## config.mk

```make
export PLATFORM = sky130hd
export DESIGN_NAME = dten_divider
export DESIGN_NICKNAME = d
export VERILOG_FILES = /design/src/rtl/dten_pkg.sv /design/src/rtl/dten_band_decoder.sv /design/src/rtl/dten_index_encoder.sv /design/src/rtl/dten_multiple_select.sv /design/src/rtl/dten_rem_adder.sv /design/src/rtl/dten_divider.sv
export SDC_FILE = /design/constraint.sdc
export NUM_CORES = 1
export LEC_CHECK = 0
export BUFFER_PORTS_ARGS = -buffer_cell sky130_fd_sc_hd__buf_4
export CORE_AREA = 2 2 39 41
export DETAILED_ROUTE_END_ITERATION = 6
export DIE_AREA = 0 0 41 43
export PLACE_DENSITY = 0.5
export SLEW_MARGIN = 10
export SYNTH_ARGS = -nofsm -noshare
export SYNTH_HDL_FRONTEND = slang
export SYNTH_SLANG_ARGS = --single-unit
```

## constraint.sdc

```tcl
create_clock -name vclk -period 1.9
set_clock_uncertainty 0.1 [all_clocks]
set_input_delay 0 -clock vclk [all_inputs]
set_output_delay 0 -clock vclk [all_outputs]
set_load 0.01 [all_outputs]
```

## src/rtl/dten_pkg.sv

```systemverilog
package dten_pkg;

    // Number of bands of DIVISOR values that a W-bit unsigned value spans.
    function automatic int unsigned band_count(int unsigned w, int unsigned d);
        return (((1 << w) - 1) / d) + 1;
    endfunction

    // Bits needed to hold the values 0 .. n-1.
    function automatic int unsigned index_bits(int unsigned n);
        return (n <= 1) ? 1 : $clog2(n);
    endfunction

endpackage

```

## src/rtl/dten_band_decoder.sv

```systemverilog
module dten_band_decoder #(
    parameter int unsigned DIV_W   = 6,
    parameter int unsigned DIVISOR = 10,
    parameter int unsigned NBAND   = 7
) (
    input  logic [DIV_W-1:0] value_i,
    output logic [NBAND-1:0] band_o
);

    // floor_hit[k] is set when the value reaches the floor of band k.
    logic [NBAND:0] floor_hit;

    assign floor_hit[NBAND] = 1'b0;

    for (genvar k = 0; k < NBAND; k++) begin : g_floor
        if (k == 0) begin : g_base
            assign floor_hit[k] = 1'b1;
        end else begin : g_cmp
            localparam int unsigned FLOOR_V = k * DIVISOR;
            assign floor_hit[k] = (value_i >= DIV_W'(FLOOR_V));
        end
    end

    for (genvar k = 0; k < NBAND; k++) begin : g_band
        assign band_o[k] = floor_hit[k] & ~floor_hit[k+1];
    end

    always_comb begin
        AST_ONE_BAND: assert ($countones(band_o) == 1) else $error("band marker not one-hot");
    end

endmodule

```

## src/rtl/dten_index_encoder.sv

```systemverilog
module dten_index_encoder #(
    parameter int unsigned NBAND = 7,
    parameter int unsigned IDX_W = 3
) (
    input  logic [NBAND-1:0] hot_i,
    output logic [IDX_W-1:0] idx_o
);

    always_comb begin
        idx_o = '0;
        for (int k = 0; k < NBAND; k++) begin
            if (hot_i[k]) begin
                idx_o = idx_o | IDX_W'(k);
            end
        end
    end

    always_comb begin
        AST_INDEX_BOUND: assert (int'(idx_o) < int'(NBAND)) else $error("quotient index out of range");
    end

endmodule

```

## src/rtl/dten_multiple_select.sv

```systemverilog
module dten_multiple_select #(
    parameter int unsigned DIV_W   = 6,
    parameter int unsigned DIVISOR = 10,
    parameter int unsigned NBAND   = 7
) (
    input  logic [NBAND-1:0] hot_i,
    output logic [DIV_W-1:0] mult_o
);

    // OR of the band floors gated by the one-hot marker.
    always_comb begin
        mult_o = '0;
        for (int k = 0; k < NBAND; k++) begin
            if (hot_i[k]) begin
                mult_o = mult_o | DIV_W'(k * DIVISOR);
            end
        end
    end

endmodule

```

## src/rtl/dten_rem_adder.sv

```systemverilog
module dten_rem_adder #(
    parameter int unsigned DIV_W   = 6,
    parameter int unsigned DIVISOR = 10,
    parameter int unsigned REM_W   = 4
) (
    input  logic [DIV_W-1:0] value_i,
    input  logic [DIV_W-1:0] mult_i,
    output logic [REM_W-1:0] rem_o
);

    logic [DIV_W-1:0] diff;

    if (DIVISOR % 2 == 0) begin : g_even
        // Every multiple is even, so bit 0 bypasses the adder.
        localparam logic [DIV_W-2:0] ONE_U = 1;
        logic [DIV_W-2:0] upper_sum;
        assign upper_sum = value_i[DIV_W-1:1] + ~mult_i[DIV_W-1:1] + ONE_U;
        assign diff      = {upper_sum, value_i[0]};

        always_comb begin
            AST_MULT_EVEN: assert (mult_i[0] == 1'b0) else $error("odd multiple selected");
        end
    end else begin : g_odd
        localparam logic [DIV_W-1:0] ONE_F = 1;
        assign diff = value_i + ~mult_i + ONE_F;
    end

    assign rem_o = diff[REM_W-1:0];

    always_comb begin
        AST_DIFF_FITS: assert (diff[DIV_W-1:REM_W] == '0) else $error("difference wider than remainder");
    end

endmodule

```

## src/rtl/dten_divider.sv

```systemverilog
module dten_divider #(
    parameter int unsigned DIV_W   = 6,
    parameter int unsigned DIVISOR = 10,
    localparam int unsigned NBAND  = dten_pkg::band_count(DIV_W, DIVISOR),
    localparam int unsigned QUOT_W = dten_pkg::index_bits(NBAND),
    localparam int unsigned REM_W  = dten_pkg::index_bits(DIVISOR)
) (
    input  logic [DIV_W-1:0]  dividend_i,
    output logic [QUOT_W-1:0] quot_o,
    output logic [REM_W-1:0]  rem_o,
    output logic [NBAND-1:0]  decade_o
);

    logic [NBAND-1:0] band;
    logic [DIV_W-1:0] multiple;

    dten_band_decoder #(
        .DIV_W  (DIV_W),
        .DIVISOR(DIVISOR),
        .NBAND  (NBAND)
    ) u_band (
        .value_i(dividend_i),
        .band_o (band)
    );

    dten_index_encoder #(
        .NBAND(NBAND),
        .IDX_W(QUOT_W)
    ) u_index (
        .hot_i(band),
        .idx_o(quot_o)
    );

    dten_multiple_select #(
        .DIV_W  (DIV_W),
        .DIVISOR(DIVISOR),
        .NBAND  (NBAND)
    ) u_mult (
        .hot_i (band),
        .mult_o(multiple)
    );

    dten_rem_adder #(
        .DIV_W  (DIV_W),
        .DIVISOR(DIVISOR),
        .REM_W  (REM_W)
    ) u_rem (
        .value_i(dividend_i),
        .mult_i (multiple),
        .rem_o  (rem_o)
    );

    assign decade_o = band;

    always_comb begin
        AST_REBUILD: assert (int'(quot_o) * int'(DIVISOR) + int'(rem_o) == int'(dividend_i)) else $error("quotient and remainder do not rebuild dividend");
        AST_REM_BELOW: assert (int'(rem_o) < int'(DIVISOR)) else $error("remainder not below divisor");
        AST_QUOT_MATCH_BAND: assert (band[quot_o] == 1'b1) else $error("quotient disagrees with band marker");
    end

    if (DIVISOR % 2 == 0) begin : g_lsb_chk
        always_comb begin
            AST_LSB_KEPT: assert (rem_o[0] == dividend_i[0]) else $error("remainder lsb differs from dividend lsb");
        end
    end

endmodule

```

==> out/qor.yml, run 1 <==
finish:
  numSequentialCells: 0
  nClkBuffers: 0
  antennaDiodeCount: 0
  syn2layout_area_growth_pct: 33.22
  seqCellArea_um2: 0
  multiInputGateArea_um2: 295.3
  fin_nets: 75
  fill_cells: 155
  final_cells: 81
  drive_gt1_share_pct: 43.08
sta:
  fmaxAchievable_mhz: 576.5
  hold_viol: 0
  tns_ps: 0
  rsz0062_at_grt: "false"
  min_period_ps: 1735
  setup_viol: 0
  period_share_pct: 91.29
  tightestPinTransition_ps: 256.2
  relSlewSlack_pct: 82.89
  drv_slew: 0
synthesis:
  syn_nets: 59
  synth_cells: 51
  yosysSeqAreaShare_pct: 0
  syn_area_per_cell_um2: 7.090
  yosys_warnings: 0
  syn_area_um2: 361.6
  ys_types: 31
power:
  irDropWorstVdd_mv: 0.08161
  p_per_area_nw_per_um2: 278.5
  p_leak_uw: 0.0002170
placed_design:
  dp_hpwl_um: 625.5
  port_buffers: 18
  dp.cells: 80
  routabilityCongestion: 0.6627
routing:
  wl_per_cell_um: 10.51
  dr_total_vias: 387
  drtPass1Iterations: 2
  drtIter0Drc: 4
  ant_nets: 0
  drc: 0
  via_per_inst: 4.778
  route.final.wire_length_um: 851
run_status:
  status: "complete, no violations"
die:
  die_h_um: 43
  initial_core_util_pct: 26.13
  core_area_um2: 1384
  fp-row-count: 14
  die_area_um2: 1763
  ios: 20
  fp.dieW_um: 41
setup_path:
  end_kind: "output port"
  criticalPathCategory: "in -> out"
  arrival_ps: 1630
  cp-start-kind: "primary input"
  crit_fanout: 16
  cp.required_ps: 1800
global_route:
  grt_pass1_wl_mm: 1.255
  grt_max_degree: 17
  overflow: 0
  grtUsageTotal_pct: 9.500
  grt_pass1_vias: 280
  antenna_found_initial: 0
job:
  maxCapViolCount: 0
min_path:
  hold_class: "in -> out"
Yosys cell counts (all sizes together), types with 2 or more instances:
cell type	instances	share of area, %
o31ai	2	4.2
nand3	2	4.2
nor2	6	7.6
buf	5	12
nand2	6	6.2
a21oi	2	3.8
o21ai	6	8.3
inv	5	5.9
repair_timing:
item	4_1_cts	5_1_grt
gates resized for setup	0	0
hold endpoints to repair	1	0
setup buffers	0	0
hold buffers	1	0
setup endpoints to repair	0	0
where the power goes:
part           internal [µW]  leakage, µW  total, µW  switching [µW]
clock network              0            0          0               0
logic                   64.4     0.000217        134            69.7
registers                  0            0          0               0
total                   64.4     0.000217        134            69.7
critical path: stages:
cell and delay [ps]:
buf_4 170, nand2b_1 170, or3_4 350, nand3_2 90
o31ai_1 70, ha_1 180, inv_1 60, fa_1 400
buf_4 150
final timing paths:
check                         start     endpoint  slack [ps]  cells past startpoint
worst max-delay path  dividend_i[3]     rem_o[2]         170                      9
worst min-delay path  dividend_i[5]  decade_o[1]         250                      3
area by class of cell:
class                           instances  area share, %
Inverter                                5          4.416
Timing Repair Buffer                   19          30.13
Tap cell                               16          4.156
Multi-Input combinational cell         41          61.30
metrics by stage:
stage / utilization, % / worst slack, ps / total power (µW) / hold WS (ps) / cell area, µm²
after floorplan: - / 350.8 / 85.12 / -8.235 / 361.6
after global placement: 34.09 / 171.0 / 133.8 / -99.93 / 471.7
after detailed placement: 34.09 / 167.9 / 133.2 / -99.93 / 471.7
after CTS: 34.81 / 166.4 / 135.9 / 253.0 / 481.7
after global routing: 34.81 / 73.66 / 148.6 / 281.6 / 481.7
final: 34.81 / 165.5 / 134.2 / 251.9 / 481.7
cell usage in the layout, fill, tap and decap left out:
master and instances:
nor2b_1 1, nor3_2 1, xnor2_1 1, maj3_1 1, o31ai_1 2, inv_4 1, a21oi_2 1, and2_1 1
nand3_2 1, ha_1 1, o21ai_0 4, o211ai_2 1, a21oi_1 1, nor2_2 2, nor4bb_1 1, a2111oi_2 1
nor2_1 4, and4_1 1, a211oi_2 1, o22a_1 1, dlygate4sd3_1 1, fa_1 1, inv_1 4, nand2b_1 1
nand3_1 1, or3_4 1, and3_1 1, nand2_1 6, buf_4 18, o21ai_1 2, a31oi_1 1
per-layer routing:
metal	GRT usage (%)	vias up	part of all wire [%]	wire [µm]
met3	0	0	6.0	51
met1	14.92	168	47	404
li1	-	208	-	-
met5	0	-	0	0
met4	0	0	0	0
met2	15.00	11	46	395
cells by family after synthesis:
| family | Yosys count | synth area share (%) |
|---|---|---|
| AND/OR/NAND/NOR | 22 | 35.99 |
| AO/OA/AOI/OAI | 15 | 31.49 |
| buffers and inverters | 10 | 18.34 |
| adder cells (fa/ha/maj) | 3 | 11.76 |
| XOR/XNOR | 1 | 2.423 |
Note: power is estimated with default switching activity, not from simulation.
==> inputs of run 2 (changes only) <==
--- a/config.mk
+++ b/config.mk
@@ -9,7 +9,7 @@
 export CORE_AREA = 2 2 39 41
 export DETAILED_ROUTE_END_ITERATION = 6
 export DIE_AREA = 0 0 41 43
-export PLACE_DENSITY = 0.5
+export PLACE_DENSITY = 0.63
 export SLEW_MARGIN = 10
 export SYNTH_ARGS = -nofsm -noshare
 export SYNTH_HDL_FRONTEND = slang
==> run 2 against run 1 <==
Compared with the run above: flip-flop and latch count stayed put; utilization stayed put; via count is 4.7% higher; maximum frequency is 0.16% lower; combinational power hardly changed; non-clock buffer count stayed put; wire length is 4.2% lower; die area stayed put; cell count stayed put; total power is 0.44% higher; critical path depth stayed put; count of clock-buffer cells in the layout stayed put; critical path type unchanged.
==> out/qor.yml, run 2 (synthesis gave the netlist of run 1 again) <==
run_status:
  status: "complete, no violations"  # unchanged
sta:
  relSlewSlack_pct: 81.54  # was 82.89%
  hold_viol: 0  # unchanged
  tns_ps: 0  # unchanged
  holdWs_ps: 246.2  # was 251.9 ps
  setup_viol: 0  # unchanged
  min_period_ps: 1737  # was 1735 ps
  drv_slew: 0  # unchanged
  rsz0062_at_grt: "false"  # unchanged
  fmaxAchievable_mhz: 575.6  # was 576.5 MHz
  period_share_pct: 91.43  # was 91.29%
  tightestPinTransition_ps: 276.4  # was 256.2 ps
die:
  fp.dieW_um: 41  # unchanged
  fp-row-count: 14  # unchanged
  core_area_um2: 1384  # unchanged
  die_area_um2: 1763  # unchanged
  die_h_um: 43  # unchanged
  initial_core_util_pct: 26.13  # unchanged
  ios: 20  # unchanged
power:
  power_uw: 134.8  # was 134.2 µW
  p_leak_uw: 0.0002170  # unchanged
  p_per_area_nw_per_um2: 279.8  # was 278.5 nW/µm²
  irDropWorstVdd_mv: 0.1081  # was 0.08161 mV
setup_path:
  max_stage_delay_ps: 400  # about the same
  arrival_ps: 1640  # was 1630 ps
  crit_fanout: 16  # unchanged
  critPathBufInv: 3  # unchanged
  criticalPathCategory: "in -> out"  # unchanged
  slowest_stage: "fa_1"  # unchanged
  cp.required_ps: 1800  # about the same
  end_kind: "output port"  # unchanged
  crit_top_cell: "buf_4"  # unchanged
  cp.depth: 9  # unchanged
  cp-start-kind: "primary input"  # unchanged
  cp_top_family: "simple AND/OR/NAND/NOR gates"  # unchanged
  path_cells: "buf_4, nand2b_1, or3_4, nand3_2, o31ai_1, ha_1, inv_1, fa_1, buf_4"  # unchanged
placed_design:
  routabilityCongestion: 0.7915  # was 0.6627
  port_buffers: 18  # unchanged
  dp.cells: 80  # unchanged
  dp_hpwl_um: 629.6  # was 625.5 µm
routing:
  drtIter0Drc: 4  # unchanged
  dr_total_vias: 405  # was 387
  via_per_inst: 5.000  # was 4.778
  ant_nets: 0  # unchanged
  drtPass1Iterations: 4  # was 2
  route.final.wire_length_um: 815  # was 851 µm
  drc: 0  # unchanged
  wl_per_cell_um: 10.06  # was 10.51 µm
global_route:
  overflow: 0  # unchanged
  grt_pass1_vias: 315  # was 280
  grt_pass1_wl_mm: 1.311  # was 1.255 mm
  grtUsageTotal_pct: 9.700  # was 9.500%
  grt_max_degree: 17  # unchanged
  antenna_found_initial: 0  # unchanged
finish:
  nClkBuffers: 0  # unchanged
  final_cells: 81  # unchanged
  final_cell_mix: "18 x buf_4, 6 x nand2_1, 4 x o21ai_0, 4 x nor2_1, 4 x inv_1"  # unchanged
  final_common_cell: "buf_4"  # unchanged
  seqCellArea_um2: 0  # unchanged
  antennaDiodeCount: 0  # unchanged
  drive_gt1_share_pct: 43.08  # unchanged
  numSequentialCells: 0  # unchanged
  syn2layout_area_growth_pct: 33.22  # unchanged
  fin_nets: 75  # unchanged
job:
  maxCapViolCount: 0  # unchanged
cts:
  cts_setup_buffers: 0  # unchanged
  cts-resized-gates: 0  # unchanged
  postCtsHoldBufs: 1  # unchanged
min_path:
  hold_class: "in -> out"  # unchanged
  hold_depth: 3  # unchanged
==> run 2: path summary, 6_finish.rpt <==
| kind | start | endpoint | slack, ps |
|---|---|---|---|
| setup / recovery | dividend_i[3] | rem_o[2] | 160 |
| hold / removal | dividend_i[5] | decade_o[1] | 250 |
==> run 2: final cells by class <==
cell class	instances	area, µm²
Multi-Input combinational cell	41	295.3
Tap cell	16	20.02
Fill cell	149	902.1
Timing Repair Buffer	19	145.1
Inverter	5	21.27
==> run 2: metal layers <==
| metal | global-route usage (%) | vias up | part of all wire, % |
|---|---|---|---|
| li1 | - | 213 | - |
| met1 | 14.60 | 180 | 46 |
| met2 | 15.63 | 12 | 47 |
| met3 | 0.5236 | 0 | 7.5 |
| met4 | 0 | 0 | 0 |
| met5 | 0 | - | 0 |
==> run 2: through the flow <==
stage / setup slack (ps) / utilization, % / cell area [µm²]
final: 162.7 / 34.81 / 481.7
after CTS: 157.4 / 34.81 / 481.7
after global placement: 183.4 / 34.09 / 471.7
after floorplan: 350.8 / - / 361.6
after global routing: 54.67 / 34.81 / 481.7
after detailed placement: 157.5 / 34.09 / 471.7
==> run 2: power by group <==
| group | internal (µW) | switching, µW |
|---|---|---|
| Combinational | 64.9 | 69.8 |
| Sequential | 0 | 0 |
| Clock | 0 | 0 |
